**src/rtl/infifo_drq.sv**
```systemverilog
module infifo_drq #(
  parameter int DW    = 16,
  parameter int DEPTH = 4
) (
  input  logic                       clk,
  input  logic                       rst_n,
  input  logic                       hf_mode,
  input  logic                       cap_stb,
  input  logic [DW-1:0]              cap_data,
  input  logic                       pop,
  output logic [DW-1:0]              rd_data,
  output logic                       req,
  output logic [$clog2(DEPTH+1)-1:0] level,
  output logic                       ovf,
  input  logic                       ovf_clr
);
  localparam int AW = $clog2(DEPTH);
  localparam int CW = $clog2(DEPTH+1);
  localparam logic [CW-1:0] FULL = CW'(DEPTH);
  localparam logic [CW-1:0] HALF = CW'(DEPTH/2);

  logic [DW-1:0] mem [DEPTH];
  logic [AW-1:0] wp, rp;
  logic          push_ok, pop_ok;
  logic [CW-1:0] lvl_nx;

  assign pop_ok  = hf_mode && pop && (level != '0);
  assign push_ok = hf_mode && cap_stb && ((level != FULL) || pop_ok);
  assign lvl_nx  = level + {{(CW-1){1'b0}}, push_ok} - {{(CW-1){1'b0}}, pop_ok};

  always_ff @(posedge clk) begin
    if (push_ok) mem[wp] <= cap_data;
  end

  always_ff @(posedge clk or negedge rst_n) begin
    if (!rst_n) begin
      wp      <= '0;
      rp      <= '0;
      level   <= '0;
      req     <= 1'b0;
      rd_data <= '0;
    end else if (!hf_mode) begin
      wp    <= '0;
      rp    <= '0;
      level <= '0;
      req   <= 1'b0;
      if (cap_stb) rd_data <= cap_data;
    end else begin
      if (push_ok) wp <= wp + 1'b1;
      if (pop_ok) begin
        rd_data <= mem[rp];
        rp      <= rp + 1'b1;
      end
      level <= lvl_nx;
      if (lvl_nx >= HALF)     req <= 1'b1;
      else if (lvl_nx == '0)  req <= 1'b0;
    end
  end

  always_ff @(posedge clk or negedge rst_n) begin
    if (!rst_n) ovf <= 1'b0;
    else        ovf <= (ovf && !ovf_clr) || (hf_mode && cap_stb && !push_ok);
  end
endmodule

```
**config.mk**
```make
export PLATFORM = sky130hd
export DESIGN_NAME = infifo_drq
export DESIGN_NICKNAME = d
export VERILOG_FILES = /design/src/rtl/infifo_drq.sv
export SDC_FILE = /design/constraint.sdc
export NUM_CORES = 1
export LEC_CHECK = 0
export ABC_AREA = 1
export BUFFER_PORTS_ARGS = -buffer_cell sky130_fd_sc_hd__buf_2
export CORE_MARGIN = 5
export CORE_UTILIZATION = 45
export CTS_BUF_LIST = sky130_fd_sc_hd__clkbuf_2 sky130_fd_sc_hd__clkbuf_4 sky130_fd_sc_hd__clkbuf_8
export CTS_CLUSTER_DIAMETER = 40
export DETAILED_ROUTE_END_ITERATION = 16
export GPL_TIMING_DRIVEN = 0
export SLEW_MARGIN = 20
export SYNTH_ARGS = -nofsm -noshare
export SYNTH_HDL_FRONTEND = slang
export SYNTH_SLANG_ARGS = --single-unit
export TNS_END_PERCENT = 100
```
**constraint.sdc**
```tcl
create_clock -name clk -period 6.47 [get_ports clk]
set_input_delay 1.294 -clock clk [delete_from_list [all_inputs] [get_ports clk]]
set_output_delay 1.294 -clock clk [all_outputs]
set_load 0.1 [all_outputs]
```
==> Word level (Yosys, flattened, before mapping) <==
Memory sizes are Yosys's and may differ from the RTL's.
Cells that the tools add are included.
{ "totals": {"latch_bits": 0, "memories": 1, "mem_bits_rw": 64, "romBits": 0, "reg_bits": 25, "wordCells": 43, "input_bits": 22} }
{ "op_classes": {"order_cmp": 1, "add_sub_neg": 4, "div_mod_pow": 0, "reduce_logical": 14, "n_mux": 13, "bitwise_logic": 0, "mul": 0, "shifts": 0, "eq_ne": 4} }
{ "memory_table": {"columns": ["memory", "depth", "width", "read_ports", "rd_clocked_by_memory_dff", "wr", "line", "source"], "rows": [
  ["mem", 4, 16, 1, 0, 1, "22", "logic [DW-1:0] mem [DEPTH];"]
]} }
{ "ops": {"columns": ["cell", "count"], "rows": [
  ["$mux 16", 3],
  ["$mux 2", 4],
  ["$logic_and 1x1->1", 6],
  ["$mux 1", 5],
  ["$add 2x1->2 const B", 2],
  ["$ne 2x1->1 const B", 2],
  ["$add 3x1->3", 1],
  ["$ge 3x2->1 const B", 1],
  ["$logic_not 3->1", 1],
  ["$mux 3", 1],
  ["$ne 3x1->1 const B", 1],
  ["$ne 3x3->1 const B", 1],
  ["$reduce_bool 3->1", 1],
  ["$sub 3x1->3", 1],
  ["$logic_not 1->1", 2],
  ["$logic_or 1x1->1", 2],
  ["$reduce_and 2->1", 1],
  ["$reduce_bool 2->1", 1]
]} }

==> Longest topological paths before layout <==
Gate-level depths: netlist of run 1.
{ "logic_depth": {"word_depth": 10, "ltp_mapped": 13, "depth_no_buf": 12} }

==> Worst setup path after synthesis of run 1 <==
OpenSTA, ideal clock, no wires.
{ "synth_timing": {"path_type": "input port to flip-flop", "start": "input pop", "end": "register req", "arrival_ns": 2.944, "n_path_buf": 0, "required_ns": 6.392, "slack_ns": 3.448, "stages": 12, "path_cell_list": "nand2_2 -> nand3_1 -> nand2_2 -> ha_1 -> inv_1 -> ha_1 -> inv_1 -> fa_1 -> xor2_1 -> nand2_1 -> nand2_1 -> a21oi_1"} }
{ "synth_between": {"elab_chain_cells": 9, "word_cells_on_any_way": 11} }
{ "synth_lines": {"columns": ["item", "line", "source"], "rows": [
  ["from (decl)", "10", "input logic pop,"],
  ["$logic_and 1x1->1 * (2 in a row)", "27", "assign pop_ok = hf_mode && pop && (level != '0);"],
  ["$logic_or 1x1->1", "28", "assign push_ok = hf_mode && cap_stb && ((level != FULL) || pop_ok);"],
  ["$logic_and 1x1->1", "28", null],
  ["$add 3x1->3", "29", "assign lvl_nx = level + {{(CW-1){1'b0}}, push_ok} - {{(CW-1){1'b0}}, pop_ok};"],
  ["$sub 3x1->3 *", "29", null],
  ["$ge 3x2->1", "55", "if (lvl_nx >= HALF) req <= 1'b1;"],
  ["$mux 1", "55", null],
  ["$mux 1", "42", "end else if (!hf_mode) begin"],
  ["to (signal assigned)", "46", "req <= 1'b0;"],
  ["to (signal assigned)", "55", null],
  ["to (signal assigned)", "56", "else if (lvl_nx == '0) req <= 1'b0;"],
  ["to (decl)", "12", "output logic req,"]
]} }
Every way passes the cells marked *; elsewhere a longest branch is shown, timed or not.
A chain may end at the register's enable or synchronous reset.

==> Worst setup path in the final report of run 1 <==
{ "layout_timing": {"start": "input hf_mode", "end": "register req"} }
{ "layout_between": {"elab_chain_cells": 9, "word_cells_on_any_way": 12} }
{ "layout_lines": {"columns": ["item", "line", "source"], "rows": [
  ["from (decl)", "7", "input logic hf_mode,"],
  ["$logic_and 1x1->1 (2 in a row)", "27", null],
  ["$logic_or 1x1->1", "28", null],
  ["$logic_and 1x1->1", "28", null],
  ["$add 3x1->3", "29", null],
  ["$sub 3x1->3", "29", null],
  ["$ge 3x2->1", "55", null],
  ["$mux 1", "55", null],
  ["$mux 1", "42", null]
]} }
Several ways; a longest one is shown, not always the timed one.

==> results of run 1 <==
-- per-layer routing --
layer / GRT usage / up-vias / routed length (um)
met2: 0.271 / 77 / 4340
met4: 0.0749 / 0 / 181
met5: 0 / - / 0
met3: 0.0311 / 12 / 446
li1: - / 1367 / -
met1: 0.246 / 1319 / 4100
-- tightest hold or removal path, cell delays in order, from the launching register on --
cell and delay, ns:
dfrtp_1 0.35, nand3_1 0.07, nand2_1 0.06
-- power breakdown --
part	switching, uW	leakage, uW	internal [uW]
Clock	206	0.000113	230
Combinational	728	0.00101	201
Sequential	44.8	0.000896	700
Total	978	0.00201	1130
-- kinds of logic after synthesis --
logic type | count (synthesis)
and+or+nand+nor | 220
DFF | 89
buffers and inverters | 37
AOI/OAI and AO/OA | 22
adders and majority gates | 7
xor gates and xnor gates | 2
-- per-stage QoR --
stage | hold WS (ns) | power, uW | std cells
3_3_place_gp | 0.486 | 1680 | 527
3_5_place_dp | 0.489 | 1690 | 531
2_1_floorplan | 0.499 | 1500 | 377
4_1_cts | 0.511 | 2130 | 547
6_report | 0.510 | 2110 | 547
5_1_grt | 0.543 | 2230 | 547
-- sequential cells by signal, indices dropped and copies added (netlist names) --
| signal | flops |
|---|---|
| rp | 2 |
| ovf | 1 |
| mem | 64 |
| wp | 2 |
| rd_data | 16 |
| req | 1 |
| level | 3 |
-- path summary, 6_finish.rpt --
check	to	slack (ns)	depth (start not counted)	from
max in group asynchronous	rp[0]	5.13	1	rst_n
worst min-delay path	rd_data[4]	0.51	2	rd_data[4]
worst min register to register	rd_data[4]	0.51	2	rd_data[4]
min in group asynchronous	rd_data[12]	0.93	1	rst_n
worst max register to register	req	4.11	12	level[1]
worst max-delay path	req	3.52	14	hf_mode
-- cell usage in the layout (no fill, tap or decap), types with 2 or more instances in the layout --
| cell type | instances |
|---|---|
| ha_1 | 6 |
| edfxtp_1 | 64 |
| nand2_1 | 140 |
| clkbuf_8 | 10 |
| dfrtp_1 | 25 |
| inv_1 | 12 |
| inv_2 | 3 |
| nand3_1 | 53 |
| nor2_1 | 18 |
| buf_8 | 2 |
| buf_2 | 48 |
| bufinv_16 | 2 |
| a21oi_1 | 8 |
| nand2_2 | 3 |
| a21oi_2 | 10 |
| buf_4 | 6 |
| buf_6 | 10 |
| nor2_2 | 4 |
-- final cells by class --
cell class,count,share of cell area
repair buffers,46,0.0572
flip-flops and latches,89,0.555
clock inverters,6,0.0196
well taps,108,0.0294
plain buffers,20,0.0360
multi-input cells,251,0.259
inverters,17,0.0144
clock buffers,10,0.0300
==> key figures, run 1 <==
Place
  – Placed cell areas: 4370 um^2
  – Final HPWL DP: 6170 um
  – Routability cong.: 0.774
  – I/O Buffers: 42
  – Pre-CTS WS: 3.14 ns

Route
  – Antenna viol nets, final: 0
  – DR pass1 iterations: 4
  – Drt wl/cell: 16.6 um
  – Drt drc: 0
  – Initial DRC Count: 120
  – Via density: 5.07
  – Total Wirelength: 9070 um
  – DR vias: 2775

Logic synthesis
  – Fraction of registers with async set/reset: 0.281
  – Synth top area cells: edfxtp_1, dfrtp_1, nand2_1
  – Yosys top cell area share: 0.486
  – Leading area contributor after synthesis: edfxtp_1
  – Register area share after synthesis: 0.644
  – Syn. warnings: 0
  – Mapped Cells: 377
  – Largest family of logic cells by synthesized area: simple AND/OR/NAND/NOR gates
  – Mean Syn Cell Area: 10.5 um^2
  – Yosys cell types: 25
  – Register bit count reported by yosys: 89
  – Commonest cells post-synth: nand2_1, edfxtp_1, nand3_1
  – Post-Syn Nets: 406
  – Simple-Gate Fraction of Synth Area: 0.231
  – Synth Area in Compound Gates: 0.0383
  – Most numerous cell in the Yosys netlist: nand2_1
  – Adder-cell share of the synthesized area: 0.0240
  – Synth Cell Area: 3960 um^2
  – Post-synth top flop: edfxtp_1
  – Number of flops mapped to enable cells by yosys: 64
  – Xor/xnor share of the synthesized area: 0.00443
  – Post-synthesis mux area share: 0

Timing
  – Fin Setup TNS: 0 ns
  – Slew HR: 0.591
  – RSZ-0062 raised after global routing: no
  – Final clock skew: 0.00984 ns
  – Fin crit share: 0.456
  – Setup violations, final: 0
  – Setup ws final: 3.52 ns
  – Achievable Freq: 339 MHz
  – Final Hold Vio Count: 0
  – Worst-Margin Slew: 0.613 ns
  – Slew Viols, Final: 0
  – Min Clock Period, post-route: 2.95 ns

GRT
  – First-pass GRT wire length: 14900 um
  – Initial antenna violation count: 0
  – Total GRT Usage: 0.176
  – Largest net degree at the start of global routing: 26
  – Total congestion overflow: 0
  – Number of global-route vias before repair: 2824

Outcome
  – Status: complete, no violations

Floorplan
  – Initial core utilization: 0.458
  – I/O pins: 43
  – Die area: 10800 um^2
  – Chip width: 104 um
  – Core area: 8640 um^2
  – Core Rows: 34
  – Die Ht: 104 um

Layout
  – # nets final: 463
  – Share of cells above drive strength 1: 0.239
  – Diodes inserted: 0
  – Area growth syn-to-layout: 16.1%
  – Fin area: 4590 um^2
  – Storage element area: 2550 um^2
  – Multi-input gate area: 1190 um^2
  – Post-layout util: 0.532
  – Fillers: 776

Critical path
  – Worst path slowest cell: fa_1
  – Slowest stage delay, CP: 0.40 ns
  – Crit-path cells: buf_2 -> buf_6 -> nand2_1 -> inv_1 -> nand2_2 -> ha_1 -> inv_1 -> ha_1 -> inv_1 -> fa_1 -> xor2_1 -> nand2_1 -> nand2_1 -> a21oi_1
  – Startpoint types: primary input
  – WP data required: 6.76 ns
  – CP delay by family, top: adder cells
  – Critical setup path kind: in2reg
  – Worst-path fanout max: 10
  – CP Buf/Inv Count: 5
  – Crit end category: flop
  – Arrival time at the worst endpoint: 3.24 ns

CTS
  – Clock slew at reported path FFs: 0.09 ns
  – H-tree depth: 3
  – CTS tree: built
  – Clock Latency Late Sink: 0.36 ns
  – Max Root-Sink Buffers: 2
  – Clock Sinks: 89
  – Post-cts sizing count: 0
  – CTS Buf Count: 9
  – Clk root buf: clkbuf_8
  – # Post-CTS Setup Buffers: 0
  – Hold_buf cts: 0

Worst hold path
  – Hold WC Path Type: reg2reg

Pwr
  – Worst VDD drop: 0.213 mV
  – Power density cells: 459 nW/um^2
  – P_leak: 0.00201 uW

Job
  – Max-cap viol count: 0
Power figures use the tool's default switching activity.
==> run 2, diff against run 1 <==
Settings changed: PLACE_DENSITY from default to 0.66.
Clock period 6.47 ns to 2.65 ns, I/O delays scaled along.
==> key figures, run 2 (synthesized netlist as in run 1, its figures left out) <==
Outcome
  – Status: complete, no violations

GRT
  – Met1 Usage GRT: 0.234 (-0.0120)
  – Total GRT Usage: 0.174 (-0.00232)
  – Number of global-route vias before repair: 2834 (+0.35%)
  – First-pass GRT wire length: 14700 um (-0.97%)
  – Total congestion overflow: 0 (unchanged)
  – Met2 GRT Util: 0.280 (+0.00865)
  – Initial antenna violation count: 0 (unchanged)
  – GRT met3 Usage: 0.0305 (-0.000622)
  – Largest net degree at the start of global routing: 26 (unchanged)
  – GRT busiest layer: met2

CTS
  – CTS Buf Count: 9 (unchanged)
  – # Post-CTS Setup Buffers: 0 (unchanged)
  – CTS tree: built
  – Clock Sinks: 89 (unchanged)
  – Clock Latency Late Sink: 0.35 ns (about the same)
  – Hold_buf cts: 0 (unchanged)
  – Clk root buf: clkbuf_8
  – Clock slew at reported path FFs: 0.09 ns (about the same)
  – H-tree depth: 3 (unchanged)
  – Max Root-Sink Buffers: 2 (unchanged)
  – Post-cts sizing count: 0 (unchanged)

Route
  – Drt wl/cell: 16.4 um (-1.3%)
  – Via density: 5.06 (-0.25%)
  – DR vias: 2768 (-0.25%)
  – Antenna viol nets, final: 0 (unchanged)
  – DR pass1 iterations: 4 (unchanged)
  – Initial DRC Count: 146 (+22%)
  – Drt drc: 0 (unchanged)
  – Total Wirelength: 8950 um (-1.3%)

Timing
  – Slew HR: 0.601 (+0.00909)
  – Setup ws final: 0.262 ns (-3.26 ns)
  – RSZ-0062 raised after global routing: no
  – Achievable Freq: 419 MHz
  – Fin crit share: 0.901
  – Worst-Margin Slew: 0.599 ns (-0.0136 ns)
  – Slew Viols, Final: 0 (unchanged)
  – Setup violations, final: 0 (unchanged)
  – Final Hold Vio Count: 0 (unchanged)
  – Min Clock Period, post-route: 2.39 ns
  – Final clock skew: 0.0121 ns (+0.00223 ns)

Critical path
  – Startpoint types: flop
  – Cell count along the critical path: 12 (-2)
  – Arrival time at the worst endpoint: 2.64 ns (-0.60 ns)
  – Slowest stage delay, CP: 0.46 ns (+0.06 ns)
  – Reg2Reg Depth: 12 (unchanged)
  – WP data required: 2.90 ns (-3.86 ns)
  – Crit end category: flop
  – Crit-path cells: nor2_4 -> nand3_1 -> nand2_2 -> ha_1 -> inv_1 -> ha_1 -> inv_1 -> fa_1 -> xnor2_1 -> nand2_1 -> nand2_1 -> a21oi_1
  – CP delay by family, top: adder cells
  – CP Buf/Inv Count: 2 (-3)
  – Critical setup path kind: reg2reg
  – Worst-path fanout max: 8 (-2)
  – Worst path slowest cell: dfrtp_2

Floorplan
  – Core Rows: 34 (unchanged)
  – I/O pins: 43 (unchanged)
  – Initial core utilization: 0.458 (unchanged)
  – Die area: 10800 um^2 (unchanged)
  – Chip width: 104 um (unchanged)
  – Core area: 8640 um^2 (unchanged)
  – Die Ht: 104 um (unchanged)

Layout
  – # nets final: 463 (unchanged)
  – Reg with most FFs: mem
  – Area growth syn-to-layout: 15.5%
  – Share of cells above drive strength 1: 0.244 (+0.00456)
  – Commonest non-fill, non-tap cell in the layout: nand2_1
  – Most frequent cells in the layout: nand2_1, edfxtp_1, nand3_1
  – Finished Layout Cells: 547 (unchanged)
  – Top Registers: mem: 64 flops, rd_data: 16 flops, level: 3 flops
  – Diodes inserted: 0 (unchanged)
  – Max reg flops: 64 (unchanged)
  – Fillers: 809 (+4.3%)

Pwr
  – Power density cells: 1100 nW/um^2 (+140%)
  – Worst VDD drop: 0.597 mV (+180%)
  – P_leak: 0.00200 uW (-0.80%)
  – Pwr Total: 5030 uW (+140%)

Place
  – I/O Buffers: 42 (unchanged)
  – Final HPWL DP: 6080 um (-1.4%)
  – Routability cong.: 0.726 (-6.2%)
  – Placed insts: 531 (unchanged)
  – Pre-CTS WS: 0.0445 ns (-3.10 ns)

Worst hold path
  – Hold WC Path Type: in2async

Job
  – Max-cap viol count: 0 (unchanged)
[run 2: cell types whose count changed in the layout (fill, tap and decap cells not counted)]
cell and delta:
bufinv_16 -1, clkinv_2 +1, clkinv_4 -1, dfrtp_2 +2, inv_6 -1, clkinvlp_4 +1, buf_6 -1, dfrtp_1 -2
clkbuf_4 +1, buf_8 +1
[run 2: worst paths after layout]
path                            start    endpoint  slack (ns)
setup / recovery             level[1]         req        0.26
hold / removal                  rst_n         ovf        0.17
setup reg to reg             level[1]         req        0.26
hold reg to reg            rd_data[7]  rd_data[7]        0.51
max in group asynchronous       rst_n    level[1]        2.06
min in group clk              ovf_clr         ovf        0.37
[run 2: final cells by class]
class	instances	area, um^2	share of cell area
well taps	108	135	0.0296
inverters	17	66.3	0.0145
repair buffers	46	267	0.0583
plain buffers	20	165	0.0361
clock buffers	11	145	0.0317
multi-input cells	251	1190	0.260
flip-flops and latches	89	2550	0.558
clock inverters	5	55.1	0.0120
[run 2: per-layer routing]
metal  vias to the layer above  part of all wire
li1                       1363                 -
met2                        73              0.49
met5                         -                 0
met4                         0             0.017
met1                      1318              0.45
met3                        14             0.048
[run 2: metrics by stage]
stage / cell area (um^2) / utilization / TNS, ns / hold slack [ns]
floorplan: 3960 / - / 0 / 0.234
global placement: 4310 / 0.499 / -2.78 / 0.488
detailed placement: 4370 / 0.506 / 0 / 0.493
CTS: 4570 / 0.529 / 0 / 0.194
global route: 4570 / 0.529 / 0 / 0.217
finish: 4570 / 0.529 / 0 / 0.171
[run 2: where the power goes]
part           leakage, uW  total [uW]  internal [uW]  switching (uW)
Combinational      0.00101        2270            494            1780
Clock            0.0000987         939            469             470
Sequential        0.000893        1820           1710             108
Total              0.00200        5030           2670            2360
==> run 3, diff against run 2 <==
Settings changed: REMOVE_ABC_BUFFERS from default to 1.
==> key figures, run 3 (synthesized netlist as in run 1, its figures left out) <==
Outcome
  – Status: complete, no violations

Route
  – Antenna viol nets, final: 0 (unchanged)
  – DR vias: 2620 (-5.3%)
  – Drt drc: 0 (unchanged)
  – DR pass1 iterations: 4 (unchanged)
  – Max Used Layer: met4
  – Routed wl met2: 3740 um (-14%)
  – Routed metal-1 wire length: 3700 um (-7.4%)
  – Via density: 4.97 (-1.8%)
  – Drt wl/cell: 14.8 um (-9.2%)
  – Initial DRC Count: 191 (+31%)
  – DR WL met3: 289 um (-32%)
  – Total Wirelength: 7820 um (-13%)

GRT
  – Initial antenna violation count: 0 (unchanged)
  – Total congestion overflow: 0 (unchanged)
  – Largest net degree at the start of global routing: 40 (+54%)
  – Total GRT Usage: 0.153 (-0.0208)
  – Number of global-route vias before repair: 2682 (-5.4%)
  – First-pass GRT wire length: 13300 um (-9.5%)

Timing
  – Final clock skew: 0.00999 ns (-0.00208 ns)
  – RSZ-0062 raised after global routing: no
  – Slew HR: 0.461 (-0.140)
  – Worst-Margin Slew: 0.806 ns (+0.207 ns)
  – Achievable Freq: 418 MHz (-0.12%)
  – Setup violations, final: 0 (unchanged)
  – Slew Viols, Final: 0 (unchanged)
  – Final Hold Vio Count: 0 (unchanged)
  – Fin crit share: 0.902 (+0.00104)
  – Min Clock Period, post-route: 2.39 ns (+0.00275 ns)
  – Final hold slack: 0.187 ns (+0.0158 ns)

CTS
  – Post-cts sizing count: 1 (+1)
  – CTS tree: built
  – Hold_buf cts: 0 (unchanged)
  – Clock Latency Late Sink: 0.35 ns (about the same)
  – Clk root buf: clkbuf_8
  – # Post-CTS Setup Buffers: 0 (unchanged)
  – Max Root-Sink Buffers: 2 (unchanged)
  – H-tree depth: 3 (unchanged)
  – Clock slew at reported path FFs: 0.09 ns (about the same)
  – Clock Sinks: 89 (unchanged)
  – CTS Buf Count: 9 (unchanged)

Layout
  – # nets final: 443 (-4.3%)
  – Max reg flops: 64 (unchanged)
  – Diodes inserted: 0 (unchanged)
  – Top Registers: mem: 64 flops, rd_data: 16 flops, level: 3 flops
  – Share of cells above drive strength 1: 0.205 (-0.0385)
  – Most frequent cells in the layout: nand2_1, edfxtp_1, nand3_1
  – Finished Layout Cells: 527 (-3.7%)
  – Area growth syn-to-layout: 12.4%
  – Reg with most FFs: mem
  – Commonest non-fill, non-tap cell in the layout: nand2_1

Pwr
  – Power density cells: 1130 nW/um^2 (+2.5%)
  – Pwr Total: 5020 uW (-0.28%)
  – P_leak: 0.00192 uW (-3.9%)
  – Worst VDD drop: 0.526 mV (-12%)

Critical path
  – Crit-path cells: nor2_4 -> nand3_1 -> nand2_2 -> ha_1 -> inv_1 -> ha_1 -> inv_1 -> fa_1 -> xor2_1 -> nand2_1 -> nand2_1 -> a21oi_1
  – R2R Setup Slk: 0.26 ns (about the same)
  – WP data required: 2.89 ns (about the same)
  – Slowest stage delay, CP: 0.46 ns (about the same)
  – Startpoint types: flop
  – Crit end category: flop
  – Worst path slowest cell: dfrtp_1
  – Arrival time at the worst endpoint: 2.63 ns (about the same)
  – Worst-path fanout max: 8 (unchanged)
  – CP Buf/Inv Count: 2 (unchanged)
  – CP delay by family, top: adder cells
  – Critical setup path kind: reg2reg

Floorplan
  – I/O pins: 43 (unchanged)
  – Core area: 8640 um^2 (unchanged)
  – Core Rows: 34 (unchanged)
  – Chip width: 104 um (unchanged)
  – Die Ht: 104 um (unchanged)
  – Die area: 10800 um^2 (unchanged)
  – Initial core utilization: 0.458 (unchanged)

Worst hold path
  – Hold WC Path Type: in2async

Job
  – Max-cap viol count: 0 (unchanged)

Place
  – I/O Buffers: 42 (unchanged)
  – Routability cong.: 0.682 (-6.0%)
  – Placed insts: 511 (-3.8%)
  – Final HPWL DP: 4780 um (-21%)
-- run 3: cell types whose count changed in the layout (fill, tap and decap cells not counted), sizes merged --
| cell | before | now |
|---|---|---|
| buf | 66 | 46 |
| bufinv | 1 | 3 |
| clkinv | 3 | 5 |
| clkbuf | 11 | 9 |
| clkinvlp | 2 | 0 |
-- run 3: worst paths after layout --
path,to,cells after the start,start
setup / recovery,req,12,level[1]
hold / removal,level[2],1,rst_n
setup reg to reg,req,12,level[1]
hold reg to reg,rd_data[7],2,rd_data[7]
max in group asynchronous,rp[0],1,rst_n
min in group clk,ovf,2,ovf_clr
-- run 3: stage by stage --
| step | TNS, ns | instance area, um^2 | worst slack [ns] | util |
|---|---|---|---|---|
| CTS | 0 | 4440 | 0.191 | 0.514 |
| finish | 0 | 4450 | 0.259 | 0.515 |
| global route | 0 | 4450 | 0.0423 | 0.515 |
| global placement | -36.35 | 4140 | -0.575 | 0.479 |
| detailed placement | -1.09 | 4210 | -0.442 | 0.487 |
| floorplan | -0.238 | 3790 | -0.140 | - |
-- run 3: worst register-to-register path: stages, from the launching register on --
cell	delay, ns
dfrtp_1	0.46
nor2_4	0.17
nand3_1	0.14
nand2_2	0.22
ha_1	0.27
inv_1	0.06
ha_1	0.13
inv_1	0.05
fa_1	0.41
xor2_1	0.16
nand2_1	0.06
nand2_1	0.09
a21oi_1	0.06
-- run 3: final cells by class --
class / instances / area [um^2]
clock buffer: 9 / 124
clock inverter: 7 / 109
fill: 781 / 4190
inverter: 17 / 66.3
multi-input combinational: 251 / 1190
sequential: 89 / 2550
tap: 108 / 135
timing repair buffer: 46 / 273
-- run 3: per-layer routing --
metal	vias up	global-route usage
met1	1248	0.209
met3	7	0.0342
met5	-	0
met4	0	0.0509
li1	1323	-
met2	42	0.243
-- run 3: where the power goes --
group / switching [uW] / leakage [uW] / internal (uW) / total (uW)
sequential: 187 / 0.000894 / 1710 / 1900
combinational: 1640 / 0.000906 / 407 / 2040
clock: 462 / 0.000120 / 619 / 1080
total: 2280 / 0.00192 / 2740 / 5020
